## config.mk

```make
export PLATFORM = sky130hd
export DESIGN_NAME = sgd_mm2s_engine
export DESIGN_NICKNAME = d
export VERILOG_FILES = /design/src/rtl/sgd_pkg.sv /design/src/rtl/sgd_out_slot.sv /design/src/rtl/sgd_beat_plan.sv /design/src/rtl/sgd_mm2s_engine.sv
export SDC_FILE = /design/constraint.sdc
export NUM_CORES = 1
export LEC_CHECK = 0
export BUFFER_PORTS_ARGS = -buffer_cell sky130_fd_sc_hd__buf_2
export CORE_AREA = 2 2 217 219
export DETAILED_ROUTE_END_ITERATION = 16
export DIE_AREA = 0 0 219 221
export GPL_TIMING_DRIVEN = 0
export HOLD_SLACK_MARGIN = 0.06
export PLACE_DENSITY_LB_ADDON = 0.3
export RECOVER_POWER = 100
export SLEW_MARGIN = 40
export SYNTH_ARGS = -nofsm -noshare
export SYNTH_HDL_FRONTEND = slang
export SYNTH_SLANG_ARGS = --single-unit
```

## constraint.sdc

```tcl
create_clock -name clk -period 9.73 [get_ports clk]
set_clock_uncertainty 0.1 [all_clocks]
set_input_delay 1.946 -clock clk [delete_from_list [all_inputs] [get_ports clk]]
set_output_delay 1.946 -clock clk [all_outputs]
set_load 0.05 [all_outputs]
```

## src/rtl/sgd_pkg.sv

```systemverilog
package sgd_pkg;
  localparam int SGD_LEN_W    = 23;
  localparam int SGD_EOF_BIT  = 26;
  localparam int SGD_SOF_BIT  = 27;
  localparam int SGD_DONE_BIT = 31;
  localparam int SGD_CNT_W    = SGD_LEN_W - 1;

  typedef enum logic [3:0] {
    ST_IDLE, ST_DREQ, ST_DRSP, ST_AREQ, ST_ARSP,
    ST_BREQ, ST_BRSP, ST_WB, ST_ADV
  } sgd_state_e;

  // byte offset of the n-th fetched descriptor word (skips reserved bytes)
  function automatic logic [5:0] desc_word_off(input logic [2:0] n);
    return (n < 3'd4) ? {1'b0, n, 2'b00} : ({1'b0, n, 2'b00} + 6'd8);
  endfunction

  function automatic logic [SGD_CNT_W-1:0] beat_total(input logic [SGD_LEN_W-1:0] len);
    logic [SGD_LEN_W:0] sum;
    sum = {1'b0, len} + 3;
    return sum[SGD_LEN_W:2];
  endfunction

  function automatic logic [3:0] tail_keep(input logic [1:0] rem);
    return (rem == 2'd0) ? 4'hF : ((4'h1 << rem) - 4'h1);
  endfunction
endpackage

```

## src/rtl/sgd_out_slot.sv

```systemverilog
module sgd_out_slot #(
  parameter int W = 32
) (
  input  logic         clk,
  input  logic         rst_n,
  input  logic         load_i,
  input  logic [W-1:0] data_i,
  input  logic         ready_i,
  output logic         valid_o,
  output logic [W-1:0] data_o
);
  always_ff @(posedge clk) begin
    if (!rst_n) begin
      valid_o <= 1'b0;
      data_o  <= '0;
    end else if (load_i) begin
      valid_o <= 1'b1;
      data_o  <= data_i;
    end else if (valid_o && ready_i) begin
      valid_o <= 1'b0;
    end
  end
endmodule

```

## src/rtl/sgd_beat_plan.sv

```systemverilog
module sgd_beat_plan
  import sgd_pkg::*;
(
  input  logic [SGD_LEN_W-1:0] len_i,
  input  logic [SGD_CNT_W-1:0] beat_i,
  output logic                 empty_o,
  output logic                 last_o,
  output logic [3:0]           keep_o
);
  logic [SGD_CNT_W-1:0] total;
  assign total   = beat_total(len_i);
  assign empty_o = (total == '0);
  assign last_o  = (beat_i == total - 1'b1);
  assign keep_o  = last_o ? tail_keep(len_i[1:0]) : 4'hF;
endmodule

```

## src/rtl/sgd_mm2s_engine.sv

```systemverilog
module sgd_mm2s_engine
  import sgd_pkg::*;
#(
  parameter int AW        = 64,
  parameter int APP_WORDS = 5
) (
  input  logic          clk,
  input  logic          rst_n,
  input  logic          run_i,
  input  logic          start_i,
  input  logic [AW-1:0] cur_ptr_i,
  input  logic [AW-1:0] tail_ptr_i,
  output logic [AW-1:0] cur_ptr_o,
  output logic          busy_o,
  output logic          done_o,
  output logic          halted_o,
  output logic          idle_o,
  output logic          mem_req_valid_o,
  input  logic          mem_req_ready_i,
  output logic          mem_req_we_o,
  output logic [AW-1:0] mem_req_addr_o,
  output logic [31:0]   mem_req_wdata_o,
  input  logic          mem_rsp_valid_i,
  input  logic [31:0]   mem_rsp_data_i,
  output logic          dat_tvalid_o,
  input  logic          dat_tready_i,
  output logic [31:0]   dat_tdata_o,
  output logic [3:0]    dat_tkeep_o,
  output logic          dat_tlast_o,
  output logic          ctl_tvalid_o,
  input  logic          ctl_tready_i,
  output logic [31:0]   ctl_tdata_o,
  output logic          ctl_tlast_o
);
  localparam int APP_IW    = $clog2(APP_WORDS + 1);
  localparam logic [AW-1:0] OFF_STATUS = AW'(28);
  localparam logic [AW-1:0] OFF_APP    = AW'(32);

  sgd_state_e           state;
  logic [2:0]           dw_idx;
  logic [APP_IW-1:0]    app_idx;
  logic [SGD_CNT_W-1:0] beat_idx;
  logic [AW-1:0]        desc_q, tail_q, nxt_q, buf_q;
  logic [SGD_LEN_W-1:0] len_q;
  logic                 sof_q, eof_q;

  // named internal events
  logic req_hs, rsp_status, app_last, beat_empty, beat_last, at_tail;
  logic [3:0] beat_keep;
  logic ctl_load, dat_load;

  sgd_beat_plan plan_i (
    .len_i(len_q), .beat_i(beat_idx),
    .empty_o(beat_empty), .last_o(beat_last), .keep_o(beat_keep)
  );

  assign req_hs     = mem_req_valid_o && mem_req_ready_i;
  assign rsp_status = (state == ST_DRSP) && mem_rsp_valid_i && (dw_idx == 3'd5);
  assign app_last   = (app_idx == APP_IW'(APP_WORDS - 1));
  assign at_tail    = (desc_q == tail_q);
  assign ctl_load   = (state == ST_ARSP) && mem_rsp_valid_i;
  assign dat_load   = (state == ST_BRSP) && mem_rsp_valid_i;

  always_comb begin
    mem_req_valid_o = 1'b0;
    mem_req_addr_o  = '0;
    unique case (state)
      ST_DREQ: begin
        mem_req_valid_o = 1'b1;
        mem_req_addr_o  = desc_q + AW'(desc_word_off(dw_idx));
      end
      ST_AREQ: begin
        mem_req_valid_o = !ctl_tvalid_o;
        mem_req_addr_o  = desc_q + OFF_APP + (AW'(app_idx) << 2);
      end
      ST_BREQ: begin
        mem_req_valid_o = !dat_tvalid_o && !ctl_tvalid_o;
        mem_req_addr_o  = buf_q + (AW'(beat_idx) << 2);
      end
      ST_WB: begin
        mem_req_valid_o = !dat_tvalid_o;
        mem_req_addr_o  = desc_q + OFF_STATUS;
      end
      default: ;
    endcase
  end

  assign mem_req_we_o    = (state == ST_WB);
  assign mem_req_wdata_o = {1'b1, {(31 - SGD_LEN_W){1'b0}}, len_q};
  assign busy_o    = (state != ST_IDLE);
  assign cur_ptr_o = desc_q;
  assign done_o    = (state == ST_WB) && req_hs && eof_q;
  assign halted_o  = rsp_status && mem_rsp_data_i[SGD_DONE_BIT];
  assign idle_o    = (state == ST_ADV) && at_tail;

  always_ff @(posedge clk) begin
    if (!rst_n) begin
      state    <= ST_IDLE;
      dw_idx   <= '0;
      app_idx  <= '0;
      beat_idx <= '0;
      desc_q   <= '0;
      tail_q   <= '0;
      nxt_q    <= '0;
      buf_q    <= '0;
      len_q    <= '0;
      sof_q    <= 1'b0;
      eof_q    <= 1'b0;
    end else begin
      unique case (state)
        ST_IDLE: if (start_i && run_i) begin
          desc_q <= cur_ptr_i;
          tail_q <= tail_ptr_i;
          dw_idx <= '0;
          state  <= ST_DREQ;
        end
        ST_DREQ: if (req_hs) state <= ST_DRSP;
        ST_DRSP: if (mem_rsp_valid_i) begin
          unique case (dw_idx)
            3'd0: nxt_q[31:0]     <= mem_rsp_data_i;
            3'd1: nxt_q[AW-1:32]  <= mem_rsp_data_i[AW-33:0];
            3'd2: buf_q[31:0]     <= mem_rsp_data_i;
            3'd3: buf_q[AW-1:32]  <= mem_rsp_data_i[AW-33:0];
            3'd4: begin
              len_q <= mem_rsp_data_i[SGD_LEN_W-1:0];
              sof_q <= mem_rsp_data_i[SGD_SOF_BIT];
              eof_q <= mem_rsp_data_i[SGD_EOF_BIT];
            end
            default: ;
          endcase
          if (dw_idx != 3'd5) begin
            dw_idx <= dw_idx + 3'd1;
            state  <= ST_DREQ;
          end else if (mem_rsp_data_i[SGD_DONE_BIT]) begin
            state <= ST_IDLE;
          end else if (sof_q) begin
            app_idx <= '0;
            state   <= ST_AREQ;
          end else begin
            beat_idx <= '0;
            state    <= beat_empty ? ST_WB : ST_BREQ;
          end
        end
        ST_AREQ: if (req_hs) state <= ST_ARSP;
        ST_ARSP: if (mem_rsp_valid_i) begin
          if (app_last) begin
            beat_idx <= '0;
            state    <= beat_empty ? ST_WB : ST_BREQ;
          end else begin
            app_idx <= app_idx + 1'b1;
            state   <= ST_AREQ;
          end
        end
        ST_BREQ: if (req_hs) state <= ST_BRSP;
        ST_BRSP: if (mem_rsp_valid_i) begin
          if (beat_last) state <= ST_WB;
          else begin
            beat_idx <= beat_idx + 1'b1;
            state    <= ST_BREQ;
          end
        end
        ST_WB: if (req_hs) state <= ST_ADV;
        ST_ADV: begin
          desc_q <= nxt_q;
          dw_idx <= '0;
          state  <= at_tail ? ST_IDLE : ST_DREQ;
        end
        default: state <= ST_IDLE;
      endcase
    end
  end

  sgd_out_slot #(.W(33)) ctl_slot_i (
    .clk(clk), .rst_n(rst_n), .load_i(ctl_load),
    .data_i({app_last, mem_rsp_data_i}), .ready_i(ctl_tready_i),
    .valid_o(ctl_tvalid_o), .data_o({ctl_tlast_o, ctl_tdata_o})
  );

  sgd_out_slot #(.W(37)) dat_slot_i (
    .clk(clk), .rst_n(rst_n), .load_i(dat_load),
    .data_i({beat_last && eof_q, beat_keep, mem_rsp_data_i}), .ready_i(dat_tready_i),
    .valid_o(dat_tvalid_o), .data_o({dat_tlast_o, dat_tkeep_o, dat_tdata_o})
  );
endmodule

```

* Yosys cells after proc, flatten, opt, wreduce, memory -nomap -nowiden
Index checks and enable logic that the tools add are counted.
** Word-level totals
- Bits in registers :: 385
- Input port bits :: 168
- Output and inout bits :: 238
- Logic and storage cells :: 149
** Operators by class
- Add/subtract/negate cells :: 12
- Order comparisons :: 1
- Eq/ne operators :: 33
- Shift operators :: 1
- Multiplexer cells :: 47
- Reductions and logical operators :: 38
** Operators with widths (number)
- 64-bit case mux with 4 select lines :: 1
- 22-bit 2-to-1 mux :: 8
- 64-bit case mux with 2 select lines :: 1
- 22-bit case mux with 3 select lines :: 1
- 64-bit by 24-bit adder with 64-bit output :: 1
- 64-bit by 5-bit adder with 64-bit output :: 1
- 64-bit by 5-bit adder with 64-bit output (second input constant) :: 1
- 64-bit by 6-bit adder with 64-bit output :: 1
- 64-bit by 6-bit adder with 64-bit output (second input constant) :: 1
- 64-bit == test :: 1
- 64-bit 2-to-1 mux :: 1
- 4-bit 2-to-1 mux :: 10
- 3-bit 2-to-1 mux :: 13
- 4-bit case mux with 9 select lines :: 1
- 2-bit inequality test (second input constant) :: 14
- 23-bit by 2-bit adder with 24-bit output (second input constant) :: 1
- 22-bit by 1-bit adder with 22-bit output (second input constant) :: 1
- 22-bit == test :: 1
- 22-bit zero test :: 1
- 22-bit by 1-bit subtractor with 22-bit output (second input constant) :: 1
- 4-bit by 3-bit == test with 1-bit output (second input constant) :: 4
- 3-bit AND reduction :: 5
- 1-bit logical AND :: 14
- 3-bit == test (second input constant) :: 3
- other kinds (30) :: 45

* Depth between registers and ports, before layout
Gate-level depths: netlist of the first run.
- Depth after elaboration :: 8
- Gate-level depth with buffers :: 18
- Gate-level depth less buffers :: 17

* Hierarchy
A second synthesis of the first run with hierarchy kept.
** Second synthesis, totals
- Cells, all modules :: 3012
- Area, all modules :: 23437.5 um^2
** By module, submodules not included
- sgd_mm2s_engine :: times used 1, cells each 2545, area an instance 18971.9 um^2, sequential area each 6266.0 um^2
- sgd_beat_plan :: times used 1, cells each 236, area an instance 1710.4 um^2, sequential area each 0.0 um^2
- sgd_out_slot at dat_slot_i :: times used 1, cells each 122, area an instance 1441.4 um^2, sequential area each 760.7 um^2
- sgd_out_slot at ctl_slot_i :: times used 1, cells each 109, area an instance 1313.8 um^2, sequential area each 680.7 um^2

* Worst setup path after synthesis of the first run
OpenSTA, ideal clock, no wires.
- Path type :: flip-flop to output port
- Start point :: register beat_idx[0]
- End point :: output mem_req_addr_o[24]
- Arrival time :: 4.491 ns
- Data required time :: 7.684 ns
- Setup slack :: 3.193 ns
- Stages on the path, launching flop included :: 13
- Path buffers :: 1
- Cell sequence :: dfxtp_1 > ha_1 > fa_1 > a21o_1 > a21oi_1 > o21bai_1 > a21oi_1 > o21bai_1 > a31o_2 > a31oi_1 > o41ai_1 > clkbuf_1 > o311ai_0
** On the way
- Cells in the longest elaborated chain, start to end :: 2
** Ends and longest elaborated chain
- start: declaration :: RTL line sgd_mm2s_engine.sv:42 : logic [SGD_CNT_W-1:0] beat_idx;
- start signal: assignment :: RTL line sgd_mm2s_engine.sv:158 : beat_idx <= beat_idx + 1'b1;
- 64-bit by 24-bit adder with 64-bit output :: RTL line sgd_mm2s_engine.sv:78 : mem_req_addr_o = buf_q + (AW'(beat_idx) << 2);
- 64-bit case mux with 4 select lines :: RTL line sgd_mm2s_engine.sv:67 : unique case (state)
- end: declaration :: RTL line sgd_mm2s_engine.sv:21 : output logic [AW-1:0] mem_req_addr_o,
No other way between the ends.

* Worst setup path in the final report of the first run
- Start point :: register state[0]
- End point :: output mem_req_addr_o[21]
** On the way
- Cells in the longest elaborated chain, start to end :: 2
- Elaborated cells on any way between the ends :: 5
- Those cells by class :: eq/ne (4); mux (1)
** Ends and longest elaborated chain
- start: declaration :: RTL line sgd_mm2s_engine.sv:39 : sgd_state_e state;
- start signal: assignment :: RTL line sgd_mm2s_engine.sv:141 : state <= beat_empty ? ST_WB : ST_BREQ;
- start signal: assignment :: RTL line sgd_mm2s_engine.sv:148 : state <= beat_empty ? ST_WB : ST_BREQ;
- start signal: assignment :: RTL line sgd_mm2s_engine.sv:166 : state <= at_tail ? ST_IDLE : ST_DREQ;
- 4-bit by 3-bit == test with 1-bit output, or another cell as far along :: RTL line sgd_mm2s_engine.sv:67
- 64-bit case mux with 4 select lines * :: RTL line sgd_mm2s_engine.sv:67
Mark *: on every way between the ends. The rest lies on a longest branch, timed or not.

==> results of run 1 <==
[final timing paths]
check                                                    endpoint  cells past startpoint  slack (ns)                              start
worst max-delay path                           mem_req_addr_o[21]                     15        1.13              state[0]$_SDFFE_PN0P_
worst min register to register  dat_slot_i.data_o[9]$_SDFFE_PN0P_                      2        0.36  dat_slot_i.data_o[9]$_SDFFE_PN0P_
worst min-delay path            dat_slot_i.data_o[9]$_SDFFE_PN0P_                      2        0.36  dat_slot_i.data_o[9]$_SDFFE_PN0P_
worst max register to register           beat_idx[1]$_SDFFE_PN0P_                     18        3.17              len_q[1]$_SDFFE_PN0P_
[power breakdown]
part | total [mW] | internal [mW] | switching, mW
clock network | 1.65 | 0.935 | 0.717
logic | 0.486 | 0.134 | 0.353
registers | 1.65 | 1.61 | 0.0391
total | 3.78 | 2.67 | 1.11
[final cells by class]
type / instances / area share, %
tap: 607 / 2.84
clock buffer: 62 / 4.74
timing repair buffer: 394 / 6.33
buffer: 240 / 3.66
inverter: 50 / 0.703
sequential: 385 / 28.9
clock inverter: 13 / 0.544
antenna: 2 / 0.0187
multi-input combinational: 2381 / 52.3
[cells in the mapped netlist (9+ instances only)]
master      n  area, um2
o21a_1      9       67.6
o22ai_1    24        150
or3_1      19        119
o221ai_1   21        184
or2_2       9       56.3
nor2b_1    17        106
and4_1     11       96.3
clkbuf_1  198        743
a21oi_1    79        395
a31oi_1    13       81.3
a22oi_1    17        128
xnor2_1   120       1050
ha_1       43        538
o31ai_1    12       90.1
o211a_1    69        691
dfxtp_1   385       7710
and2_1     19        119
xor2_1     42        368
mux2i_1    12        120
a21o_1     14        105
nand2_1   819       3070
o21ai_0   143        716
or4_1      12       90.1
a21boi_0  287       2150
inv_1      49        184
nand4_1    68        425
buf_2       9       45.0
nor4_1     18        113
nor2_1    110        413
buf_1      12       45.0
nand2b_1   15       93.8
buf_4      14        105
nor3_1     41        205
nand3_1   145        726
and3_1     44        275
o211ai_1   14        105
[registers in the layout (all words and copies together), names as in the netlist]
signal and count:
dw_idx 3, sof_q 1, len_q 23, app_idx 3
dat_slot_i.data_o 37, ctl_slot_i.valid_o 1, state 4, tail_q 64
cur_ptr_o 64, dat_slot_i.valid_o 1, buf_q 64, nxt_q 64
ctl_slot_i.data_o 33, eof_q 1, beat_idx 22
[layer usage]
| metal | part of all wire [%] | vias up | GRT usage (%) | wire length, um |
|---|---|---|---|---|
| met5 | 0 | - | 0 | 0 |
| met4 | 6.0 | 0 | 20.9 | 6130 |
| met3 | 12 | 302 | 9.17 | 12600 |
| met2 | 43 | 1646 | 62.4 | 44100 |
| met1 | 39 | 11800 | 54.1 | 40300 |
| li1 | - | 11500 | - | - |
[kinds of logic after synthesis]
group                      after synthesis  synth area share (%)
and+or+nand+nor                       1374                  27.0
DFF                                    385                  33.7
xor gates and xnor gates               164                  6.40
AOI/OAI and AO/OA                      774                  24.4
muxes                                   14                 0.624
other                                    2                0.0328
adders and majority gates               46                  2.61
buffers and inverters                  290                  5.26
[metrics by stage]
| stage | instances | setup WS [ns] | instance area (um2) | total power [mW] |
|---|---|---|---|---|
| after global placement | 4057 | 2.71 | 25600 | 2.15 |
| final | 4134 | 1.13 | 26700 | 3.78 |
| after floorplan | 3056 | 3.19 | 22900 | 1.94 |
| after global routing | 4132 | 1.16 | 26700 | 3.85 |
| after detailed placement | 4057 | 2.71 | 25700 | 2.15 |
| after CTS | 4132 | 2.06 | 27100 | 3.77 |
[critical path, cell delays in order, from the launching register on]
cell      delay [ns]
dfxtp_1         0.42
clkbuf_1        0.41
nor2b_1         0.42
nand3_1         0.28
nand2_1         0.20
ha_1            0.24
a21o_1          0.15
a21oi_1         0.22
nor2b_1         0.07
o21ai_0         0.97
nor2_1          0.35
a22oi_1         0.80
nor2_1          0.07
o21ai_0         0.51
o21ai_0         0.43
clkbuf_1        0.39
==> summary.txt, run 1 <==
Clock network
  • Root buf cell: clkbuf_16
  • Clock slew at reported path FFs: 0.06 ns
  • Post-CTS Setup Repair Bufs: 0
  • Cts hold-fix bufs: 0
  • Clk_lat worst skew: 0.60 ns
  • H-tree depth: 2
  • Gates resized, CTS repair: 0
  • Cts bufs inserted: 42
  • CTS max path bufs: 3
  • CTS tree: built
  • CTS Sinks: 385

Die
  • # IOs: 406
  • Row count: between 70 and 80
  • Core region area: about 46000 um2
  • Initial Utilization: 49.7%
  • Full die area: 48400 um2
  • Die Ht: 221 um
  • Die width: 219 um

Layout
  • Layout Area Growth over Synthesis: 16.7%
  • Commonest cells after routing, fill and taps aside: 819 x nand2_1, 444 x clkbuf_1, 385 x dfxtp_1
  • Commonest non-fill, non-tap cell in the layout: nand2_1
  • Area of the multi-input gates: 14000 um2
  • Util after Layout: 58.0%
  • Fraction of layout cells with a size suffix above 1: 8.34%
  • Filler cell count in the final layout: 4528
  • Nets@finish: 3708
  • Storage cell area: about 7700 um2

Synth
  • Yosys reg bits: 385
  • Post-synth EDFFs: 0
  • Synth unique cells: 88
  • Post-synthesis sequential area ratio: 33.7%
  • Synth Warn #: 0
  • Syn Inst Count: 3049
  • Main synth FF type: dfxtp_1
  • Mapped Avg Cell Area: approximately 7.5 um2
  • Synth Cell Area: around 23000 um2
  • Synth async-reset ratio: 0%

Job
  • Max-cap violation count: 0

Timing
  • Max Slew Vio Count: 0
  • Max Clock Freq: about 0.12 GHz
  • Rel. slew slack: 6.93%
  • Setup TNS: 0 ns
  • Final Hold Vio Count: 0
  • Setup-failing EPs final: 0
  • WHS: 0.364 ns
  • Final Cycle Share: 88.4%
  • Tmin final: around 8.6 ns
  • Unrepaired setup endpoints after global routing: no
  • Worst Max-Slew Pin Slew: 1.39 ns

Critical path
  • Crit-path max FO: 10
  • Worst setup SP type: flip-flop
  • Critical Path AT: about 6.6 ns
  • WP data required: 7.68 ns
  • Crit end category: output pin
  • Critical path class: reg -> out

GRT
  • Largest net degree at the start of global routing: 14
  • All-Layer GR Usage: 40.9%
  • Congestion Overflow GR: 0
  • First-pass GRT wire length: 147000 um
  • Initial antenna violation count: 4
  • Vias in the first global route: between 20000 and 25000

Route
  • Routed Antenna Nets: 0
  • Post-route DRC: 0
  • Wire per inst: about 25 um
  • Drt pass-1 iters: 7
  • Number of vias per cell: 6.11
  • DR iter-0 viols: 3090
  • Vias: roughly 25000
  • Total Routed Length: 103000 um

Power and ir drop
  • P_leak: a little under 10 nW
  • Power Dens Cells: 142 nW/um2
  • Peak VDD IR: 0.000132 V

Hold path
  • Min-Delay Path Class: reg -> reg

Status
  • Status: finished clean

Placement
  • GP Congestion: roughly 1.1
  • Post-DP HPWL: 79000 um
  • I/O Buffers: 394
No activity file was read; power rests on OpenSTA's default activity.
==> run 2, diff against run 1 <==
==> constraint.sdc (replaced) <==
create_clock -name clk -period 6.9 [get_ports clk]
set_clock_uncertainty 0.1 [all_clocks]
set_input_delay 1.38 -clock clk [delete_from_list [all_inputs] [get_ports clk]]
set_output_delay 1.38 -clock clk [all_outputs]
set_load 0.05 [all_outputs]
==> run 2 against run 1 <==
Core utilization grew 0.47 points. Wire length is essentially flat. Clock power grew 41%. Die area is the same. Power grew 41%. Via count shrank 0.50%. Cell count is essentially flat. Combinational power grew 42%. First-iteration DRC count grew 0.94%. Global-route usage is essentially flat. Register-to-register slack lost 0.91 ns. Critical path type unchanged. Critical endpoint is now mem_req_addr_o[41].
==> summary.txt, run 2 (synthesized netlist as in run 1, its figures left out) <==
Critical path
  • Worst path max stage delay: 0.61 ns (-0.36 ns)
  • Critical Path AT: 5.24 ns (-1.32 ns)
  • R2r setup slk: 2.26 ns (-0.91 ns)
  • Crit-path max FO: 8 (-2)
  • CP Launch Point: beat_idx[1]$_SDFFE_PN0P_
  • R2r startpoint: len_q[1]$_SDFFE_PN0P_
  • Worst setup SP type: flip-flop
  • Crit end category: output pin
  • R2r endpoint: beat_idx[14]$_SDFFE_PN0P_
  • WP data required: 5.42 ns (-2.26 ns)
  • CP max stage cell: dfxtp_1
  • Crit-path cells: ha_1 > a21o_1 > a21oi_1 > o21bai_1 > a2111oi_2 > nor4_1 > o21ai_0 > o21a_1 > nand2b_1 > clkbuf_1 > nor2_1 > xnor2_1 > o221ai_1 > buf_2
  • Critical path class: reg -> out
  • Reg2reg path depth: 16 (-2)

Clock network
  • Clock slew at reported path FFs: 0.06 ns (about the same)
  • Cts bufs inserted: 42 (unchanged)
  • Post-CTS Setup Repair Bufs: 0 (unchanged)
  • CTS max path bufs: 3 (unchanged)
  • CTS Sinks: 385 (unchanged)
  • Clk_lat worst skew: 0.60 ns (about the same)
  • Cts hold-fix bufs: 0 (unchanged)
  • CTS tree: built
  • H-tree depth: 2 (unchanged)
  • Root buf cell: clkbuf_16

GRT
  • Largest net degree at the start of global routing: 14 (unchanged)
  • Congestion Overflow GR: 0 (unchanged)
  • Vias in the first global route: 22900 (-0.061%)
  • All-Layer GR Usage: 40.9% (about the same)
  • First-pass GRT wire length: 147000 um (unchanged)
  • Initial antenna violation count: 3 (-1)

Layout
  • Commonest non-fill, non-tap cell in the layout: nand2_1
  • Util after Layout: 58.4% (+0.47 points)
  • Fraction of layout cells with a size suffix above 1: 11.3% (+2.9 points)
  • Commonest cells after routing, fill and taps aside: 819 x nand2_1, 384 x dfxtp_1, 344 x clkbuf_1
  • Layout Area Growth over Synthesis: 17.7%
  • Nets@finish: 3707 (-0.027%)

Placement
  • Post-DP HPWL: 79000 um (unchanged)
  • GP Congestion: 1.06 (unchanged)
  • I/O Buffers: 394 (unchanged)

Timing
  • Tmin final: 6.72 ns
  • Final Cycle Share: 97.4%
  • Final Hold Vio Count: 0 (unchanged)
  • WHS: 0.364 ns (+0.000224 ns)
  • Max Clock Freq: 0.149 GHz
  • Setup-failing EPs final: 0 (unchanged)
  • Unrepaired setup endpoints after global routing: yes
  • Max Slew Vio Count: 0 (unchanged)
  • Worst Max-Slew Pin Slew: 1.38 ns (-0.0148 ns)
  • Rel. slew slack: 7.92% (+0.99 points)

Route
  • Wire per inst: 24.9 um (about the same)
  • Post-route DRC: 0 (unchanged)
  • Drt pass-1 iters: 8 (+1)
  • Vias: 25100 (-0.50%)
  • Number of vias per cell: 6.08 (-0.47%)
  • DR iter-0 viols: 3119 (+0.94%)
  • Routed Antenna Nets: 0 (unchanged)
  • Total Routed Length: 103000 um (about the same)

Hold path
  • Hold Crit Start: dat_slot_i.data_o[9]$_SDFFE_PN0P_
  • Min-Delay Path Class: reg -> reg
  • Hold Path End: dat_slot_i.data_o[9]$_SDFFE_PN0P_
  • Hold path cells: 2 (unchanged)

Die
  • Full die area: 48400 um2 (unchanged)
  • Die width: 219 um (unchanged)
  • Initial Utilization: 49.7% (unchanged)
  • Row count: 79 (unchanged)
  • Core region area: 46100 um2 (unchanged)
  • # IOs: 406 (unchanged)
  • Die Ht: 221 um (unchanged)

Power and ir drop
  • Power, Total: 5.34 mW (+41%)
  • Power Dens Cells: 198 nW/um2 (+40%)
  • Peak VDD IR: 0.000185 V (+40%)
  • P_leak: 10.2 nW (+4.2%)

Job
  • Max-cap violation count: 0 (unchanged)

Status
  • Status: finished clean
[run 2: cell types whose count changed in the layout (fill, tap and decap cells not counted), moves of 2 or more]
cell       delta
clkbuf_1    -100
buf_2        +85
buf_1         +6
a2111oi_0     -3
buf_6         +3
o21ai_0       -3
a2111oi_4     +2
clkbuf_2      +2
o21ai_1       +2
[run 2: cell type report]
cell class	instances	area (um2)
fillers	4462	19100
multi-input cells	2381	14000
flip-flops and latches	385	7710
repair buffers	394	1800
clock buffers	62	1270
plain buffers	239	1010
well taps	607	759
inverters	50	188
clock inverters	13	145
diodes	2	5.00
[run 2: how the worst max path moves through the flow]
stage               slack [ns]            endpoint
finish                    0.18  mem_req_addr_o[41]
floorplan                 0.93  mem_req_addr_o[24]
CTS                       0.07  mem_req_addr_o[42]
global placement          0.45  mem_req_addr_o[21]
global route            -0.009  mem_req_addr_o[50]
detailed placement        0.44  mem_req_addr_o[21]
[run 2: stage by stage]
step	setup TNS [ns]	area, um2	std cells	setup WS (ns)
global placement	0	25600	4057	0.450
detailed placement	0	25700	4057	0.442
finish	0	26900	4133	0.176
floorplan	0	22900	3056	0.929
CTS	0	27100	4131	0.0667
global route	-0.00918	26900	4132	-0.00918
[run 2: critical path, delay by kind of cell, from the launching register on]
family	cells	cell delay, ns
flip-flops	1	0.61
adder cells (fa/ha/maj)	1	0.32
buffers and inverters	2	0.58
AO/OA/AOI/OAI	7	2.22
XOR/XNOR	1	0.51
AND/OR/NAND/NOR	3	0.39
[run 2: where the power goes]
group / switching (mW) / internal (mW)
Sequential: 0.0561 / 2.27
Combinational: 0.495 / 0.194
Clock: 1.01 / 1.32
[run 2: per-layer routing]
layer  up-vias  part of all wire (%)  routed length (um)  track usage, %
li1      11500                     -                   -               -
met1     11700                    39               40600            54.0
met2      1614                    43               44200            62.3
met3       272                    12               12100            9.10
met4         0                   5.9                6030            21.3
met5         -                     0                   0               0
[run 2: repair_timing]
| item | 4_1_cts | 5_1_grt |
|---|---|---|
| endpoints found under the setup margin | 7 | 19 |
| pin swaps | 0 | 0 |
| gates resized for setup | 1 | 9 |
